## src/rtl/pid_pkg.sv

```systemverilog
package pid_pkg;
    localparam int CNT_W  = 16;
    localparam int RATE_W = 4;

    typedef struct packed {
        logic irq;
        logic per;
        logic pulse;
    } flag_state_t;

    // Effective code: codes 1 and 2 alias to the 8/9 rates; log2(period) = eff - 1.
    function automatic logic [RATE_W:0] rate_to_shift(input logic [RATE_W-1:0] code);
        logic [RATE_W:0] eff;
        eff = (code <= 2) ? ({1'b0, code} + 5'd7) : {1'b0, code};
        return eff - 5'd1;
    endfunction
endpackage

```

## src/rtl/pid_rate_decoder.sv

```systemverilog
module pid_rate_decoder
    import pid_pkg::*;
#(
    parameter int CW = CNT_W,
    parameter int RW = RATE_W
) (
    input  logic [RW-1:0] rate_sel,
    output logic          rate_nz,
    output logic [CW-1:0] period_mask
);
    localparam int SHW = RW + 1;

    logic [SHW-1:0] shift;

    always_comb begin
        shift       = rate_to_shift(rate_sel);
        rate_nz     = (rate_sel != '0);
        period_mask = '0;
        for (int b = 0; b < CW; b++) begin
            period_mask[b] = (b < int'(shift));
        end
    end
endmodule

```

## src/rtl/pid_base_counter.sv

```systemverilog
module pid_base_counter #(
    parameter int CW = 16
) (
    input  logic          clk,
    input  logic          rst_n,
    input  logic          tick_en,
    output logic [CW-1:0] cnt_next
);
    logic [CW-1:0] cnt_d, cnt_q;

    always_comb begin
        cnt_d    = tick_en ? cnt_q + 1'b1 : cnt_q;
        cnt_next = cnt_q + 1'b1;
    end

    always_ff @(posedge clk or negedge rst_n) begin
        if (!rst_n) cnt_q <= '0;
        else        cnt_q <= cnt_d;
    end
endmodule

```

## src/rtl/pid_event_gen.sv

```systemverilog
module pid_event_gen #(
    parameter int CW = 16
) (
    input  logic          tick_en,
    input  logic [CW-1:0] cnt_next,
    input  logic [CW-1:0] period_mask,
    input  logic          rate_nz,
    input  logic          pie_en,
    input  logic          sqw_en,
    output logic          ev_pie,
    output logic          ev_sqw
);
    logic aligned, active, fire;

    always_comb begin
        aligned = ((cnt_next & period_mask) == '0);
        active  = rate_nz && (pie_en || sqw_en);
        fire    = tick_en && active && aligned;
        ev_pie  = fire && pie_en;
        ev_sqw  = fire && sqw_en;
    end
endmodule

```

## src/rtl/pid_flag_reg.sv

```systemverilog
module pid_flag_reg
    import pid_pkg::*;
(
    input  logic clk,
    input  logic rst_n,
    input  logic ev_pie,
    input  logic ev_sqw,
    input  logic flag_clr,
    output logic irq_flag,
    output logic per_flag,
    output logic sqw_pulse
);
    flag_state_t st_d, st_q;

    always_comb begin
        st_d       = st_q;
        st_d.pulse = ev_sqw;
        if (ev_pie) begin
            st_d.irq = 1'b1;
            st_d.per = 1'b1;
        end else if (flag_clr) begin
            st_d.irq = 1'b0;
            st_d.per = 1'b0;
        end
    end

    always_ff @(posedge clk or negedge rst_n) begin
        if (!rst_n) st_q <= '0;
        else        st_q <= st_d;
    end

    assign irq_flag  = st_q.irq;
    assign per_flag  = st_q.per;
    assign sqw_pulse = st_q.pulse;
endmodule

```

## src/rtl/periodic_irq_divider.sv

```systemverilog
module periodic_irq_divider
    import pid_pkg::*;
(
    input  logic              clk,
    input  logic              rst_n,
    input  logic              tick_en,
    input  logic [RATE_W-1:0] rate_sel,
    input  logic              pie_en,
    input  logic              sqw_en,
    input  logic              flag_clr,
    output logic              irq_flag,
    output logic              per_flag,
    output logic              sqw_pulse
);
    logic [CNT_W-1:0] cnt_next, period_mask;
    logic             rate_nz, ev_pie, ev_sqw;

    pid_rate_decoder #(.CW(CNT_W), .RW(RATE_W)) u_dec (
        .rate_sel(rate_sel), .rate_nz(rate_nz), .period_mask(period_mask)
    );

    pid_base_counter #(.CW(CNT_W)) u_cnt (
        .clk(clk), .rst_n(rst_n), .tick_en(tick_en), .cnt_next(cnt_next)
    );

    pid_event_gen #(.CW(CNT_W)) u_ev (
        .tick_en(tick_en), .cnt_next(cnt_next), .period_mask(period_mask),
        .rate_nz(rate_nz), .pie_en(pie_en), .sqw_en(sqw_en),
        .ev_pie(ev_pie), .ev_sqw(ev_sqw)
    );

    pid_flag_reg u_flg (
        .clk(clk), .rst_n(rst_n), .ev_pie(ev_pie), .ev_sqw(ev_sqw),
        .flag_clr(flag_clr), .irq_flag(irq_flag), .per_flag(per_flag),
        .sqw_pulse(sqw_pulse)
    );
endmodule

```

## config.mk

```make
export PLATFORM = sky130hd
export DESIGN_NAME = periodic_irq_divider
export DESIGN_NICKNAME = d
export VERILOG_FILES = /design/src/rtl/pid_pkg.sv /design/src/rtl/pid_rate_decoder.sv /design/src/rtl/pid_base_counter.sv /design/src/rtl/pid_event_gen.sv /design/src/rtl/pid_flag_reg.sv /design/src/rtl/periodic_irq_divider.sv
export SDC_FILE = /design/constraint.sdc
export NUM_CORES = 1
export LEC_CHECK = 0
export BUFFER_PORTS_ARGS = -buffer_cell sky130_fd_sc_hd__buf_2
export CAP_MARGIN = 10
export CORE_ASPECT_RATIO = 0.7
export CORE_MARGIN = 2
export CORE_UTILIZATION = 40
export DETAILED_ROUTE_END_ITERATION = 8
export GPL_ROUTABILITY_DRIVEN = 0
export PLACE_DENSITY_LB_ADDON = 0.05
export SYNTH_ARGS = -nofsm -noshare
export SYNTH_HDL_FRONTEND = slang
export SYNTH_SLANG_ARGS = --single-unit
```

## constraint.sdc

```tcl
create_clock -name clk -period 3.5 [get_ports clk]
set_input_delay 0.35 -clock clk [delete_from_list [all_inputs] [get_ports clk]]
set_output_delay 0.35 -clock clk [all_outputs]
set_load 0.01 [all_outputs]
```

==> results.txt <==
Subtracting the final worst setup slack from the clock period gives 2.276 ns. The length of the first detailed-routing pass in iterations was 4. The buffering stage count on the worst path with inverters included is 0, and the average size of a mapped cell is 9.061 um2. The actual transition at the worst max-transition pin works out to 0.5057 ns. Area growth from synthesis to layout: 7.599%. Setup violations remaining at the end of the flow were counted as 0. After clock tree synthesis, the repair step resized 0 gates.

Entering global routing, the biggest net connects 18 pins. The floorplan has 17 rows. Grouping stages by cell kind, the critical path spends the most delay in compound AO/OA/AOI/OAI gates. The sequential-to-total area share from yosys stat is 31.51%, and the arrival time at the worst endpoint is 2.43 ns. The number of global-route vias before repair is 1033, and the Yosys warning count is 0. VDD sags by at most 0.2978 mV. The sum of negative setup slack is 0 ns.

The synthesized design contains 0 enable-type register cells. In the routed layout, each cell is associated on average with a via count of 5.680. The final worst-path cycle share came out at 65.04%.

The later pin in the worst-skew pair is clocked with a latency of 0.25 ns. The area of the placeable core was 0.003191 mm2. The worst pin sits at a relative slew slack of 66.03%. TritonCTS built the clock tree. The clock transition time at the flip-flop clock pins of the worst setup and hold paths works out to 0.07 ns.

The floorplan die height was 52.61 um. The worst hold path belongs to the class primary input to async pin. Setup repair after global routing left no endpoint under its margin. Summed over all cells, the static leakage comes to 0.5969 nW. The nature of the critical path endpoint is a register. For the first-pass GRT wire length, the log shows 4.781 mm. The tools report the number of diodes added for antenna fixing as 0. The count of buffers from port buffering is 12, and the largest stage delay on the critical path is 0.46 ns. CTS buffer count: 3. Critical-path maximum fanout: 8. The endpoint required time on the critical path was 3.65 ns; the net total in the final layout was 170. The peak clock frequency supported by timing came out at 439.3 MHz. The overflow left after global routing was 0; the layout cell share with drive strength beyond 1 was 17.95%.

Synthesis produced a netlist whose cell count is 149. The number of setup buffers added after CTS is 0. The logs give 1 for the number of H-tree levels and 1102 for the number of vias after detailed routing.

The die covers 0.003863 mm2. The tools report the quantity of hold-fixing buffers added after cts as 0. The tools report the root buffer cell as clkbuf_8. The run finished with clean final reports. The initial detailed-routing violation count is 103.

In this run, synthesis produced a sequential element count of 17. The tools report the number of failing hold endpoints at the final stage as 0. The worst hold slack came out at 0.009336 ns. Leaving out fill and tap cells, the most frequent cell in the layout is xnor2_1.

The logs give 162 for the number of nets in the synthesized netlist and 0.001754 ns for the worst clock skew. Measured along the x axis, the die boundary spans 73.44 um. The tools report the buffer depth of the longest clock path as 2. The commonest register cell after synthesis is dfrtp_1. The tools report the TritonCTS sink count as 17. Dividing the detail-routed wire length by the instance count gives 14.53 um. The signal on the critical path passes through ha_1 -> nand3_1 -> nor2_2 -> o21ai_0 -> a311oi_2 -> a32oi_1 -> o32ai_1.

On the critical path, the stage with the largest delay is an instance of dfrtp_1. Power spread over the standard cell area amounts to 494.1 mW/mm2. In this run the remaining antenna-violating nets after routing total 0. Number of I/O pins: 13.

The share of async-settable or async-resettable flops after synthesis was 100.0%. Once the floorplan was initialized, standard cells occupied 42.31% of the core. Once detailed placement completed, the half-perimeter wirelength came to 2.158 mm. The top cell types in the final layout, fill and taps aside, are 18 x xnor2_1, 17 x dfrtp_1, 13 x nand3_1, 13 x nand2_1, 12 x buf_2. The run gives 0 as the initial antenna violation count. The number of different library cells used by synthesis comes to 49. The count of final max-slew check failures is 0. Global routing used 16.40% of the available tracks across all layers. The tools report the routed wire length as 2.819 mm. For this run, design rule violations remaining after detail routing come to 0. The worst setup path is launched from a register. The worst setup path is of the register to register kind. The tool flagged a number of max-cap violations equal to 0.

The cell area that synthesis handed to floorplanning was 0.001350 mm2.
## per-layer routing
layer | GRT usage [%] | routed length, um | vias up
met5 | 0 | 0 | -
met4 | 4.242 | 8 | 0
met3 | 3.846 | 117 | 2
met2 | 24.17 | 1178 | 19
met1 | 23.89 | 1515 | 521
li1 | - | - | 560
## flip-flops by register name (all words and copies together) (netlist names)
name,flops
u_flg.per_flag,1
u_flg.sqw_pulse,1
u_cnt.cnt_q,15
## power breakdown
| part | total, mW | internal, mW | leakage [nW] | switching [mW] |
|---|---|---|---|---|
| clock | 0.147 | 0.0807 | 0.0228 | 0.0666 |
| combinational | 0.249 | 0.120 | 0.356 | 0.129 |
| sequential | 0.322 | 0.240 | 0.219 | 0.0821 |
## final cells by class
type / instances / area [um2]
Tap cell: 38 / 47.55
Inverter: 8 / 30.03
Timing Repair Buffer: 12 / 60.06
Sequential cell: 17 / 425.4
Multi-Input combinational cell: 115 / 844.6
Fill cell: 316 / 1738
Clock buffer: 4 / 45.04
## stage by stage
stage	util (%)	instances	worst slack [ns]	power, mW	instance area, um2
2_1_floorplan	-	149	1.480	0.5240	1350
3_3_place_gp	44.12	190	1.077	0.5716	1408
3_5_place_dp	44.12	190	1.098	0.5741	1408
4_1_cts	45.53	194	1.227	0.7287	1453
5_1_grt	45.53	194	0.9818	0.7770	1453
6_report	45.53	194	1.224	0.7178	1453
## cells in the mapped netlist (2+ instances only)
cell type | n | area [um2]
xnor2_1 | 18 | 157.7
dfrtp_1 | 17 | 425.4
nand2_1 | 13 | 48.80
nand3_1 | 13 | 65.06
inv_1 | 8 | 30.03
o21ai_0 | 6 | 30.03
nand4_1 | 5 | 31.28
xor2_1 | 5 | 43.79
buf_2 | 4 | 20.02
nor3_1 | 4 | 20.02
a21oi_1 | 3 | 15.01
a31oi_1 | 3 | 18.77
buf_4 | 3 | 22.52
ha_1 | 3 | 37.54
o211ai_1 | 3 | 22.52
o21ai_1 | 3 | 15.01
and3_1 | 2 | 12.51
clkbuf_1 | 2 | 7.510
nor2_1 | 2 | 7.510
nor3b_1 | 2 | 15.01
nor4_1 | 2 | 12.51
## final timing paths
path,from,endpoint,slack [ns],depth (start not counted)
setup reg to reg,u_cnt.cnt_q[0],u_flg.per_flag,1.22,7
max in group asynchronous,rst_n,u_cnt.cnt_q[0],3.21,1
hold / removal,rst_n,u_flg.sqw_pulse,0.009,1
hold reg to reg,u_cnt.cnt_q[14],u_cnt.cnt_q[14],0.53,1
setup / recovery,u_cnt.cnt_q[0],u_flg.per_flag,1.22,7
min in group clk,flag_clr,u_flg.per_flag,0.29,2
## cell families after synthesis
logic type / share of synthesized area [%]
buf+inv: 5.932
xor+xnor: 14.92
flops: 31.51
fa+ha+maj: 2.781
mux: 2.687
compound gates: 16.59
simple gates: 25.58
Note: power is estimated with default switching activity, not from simulation.
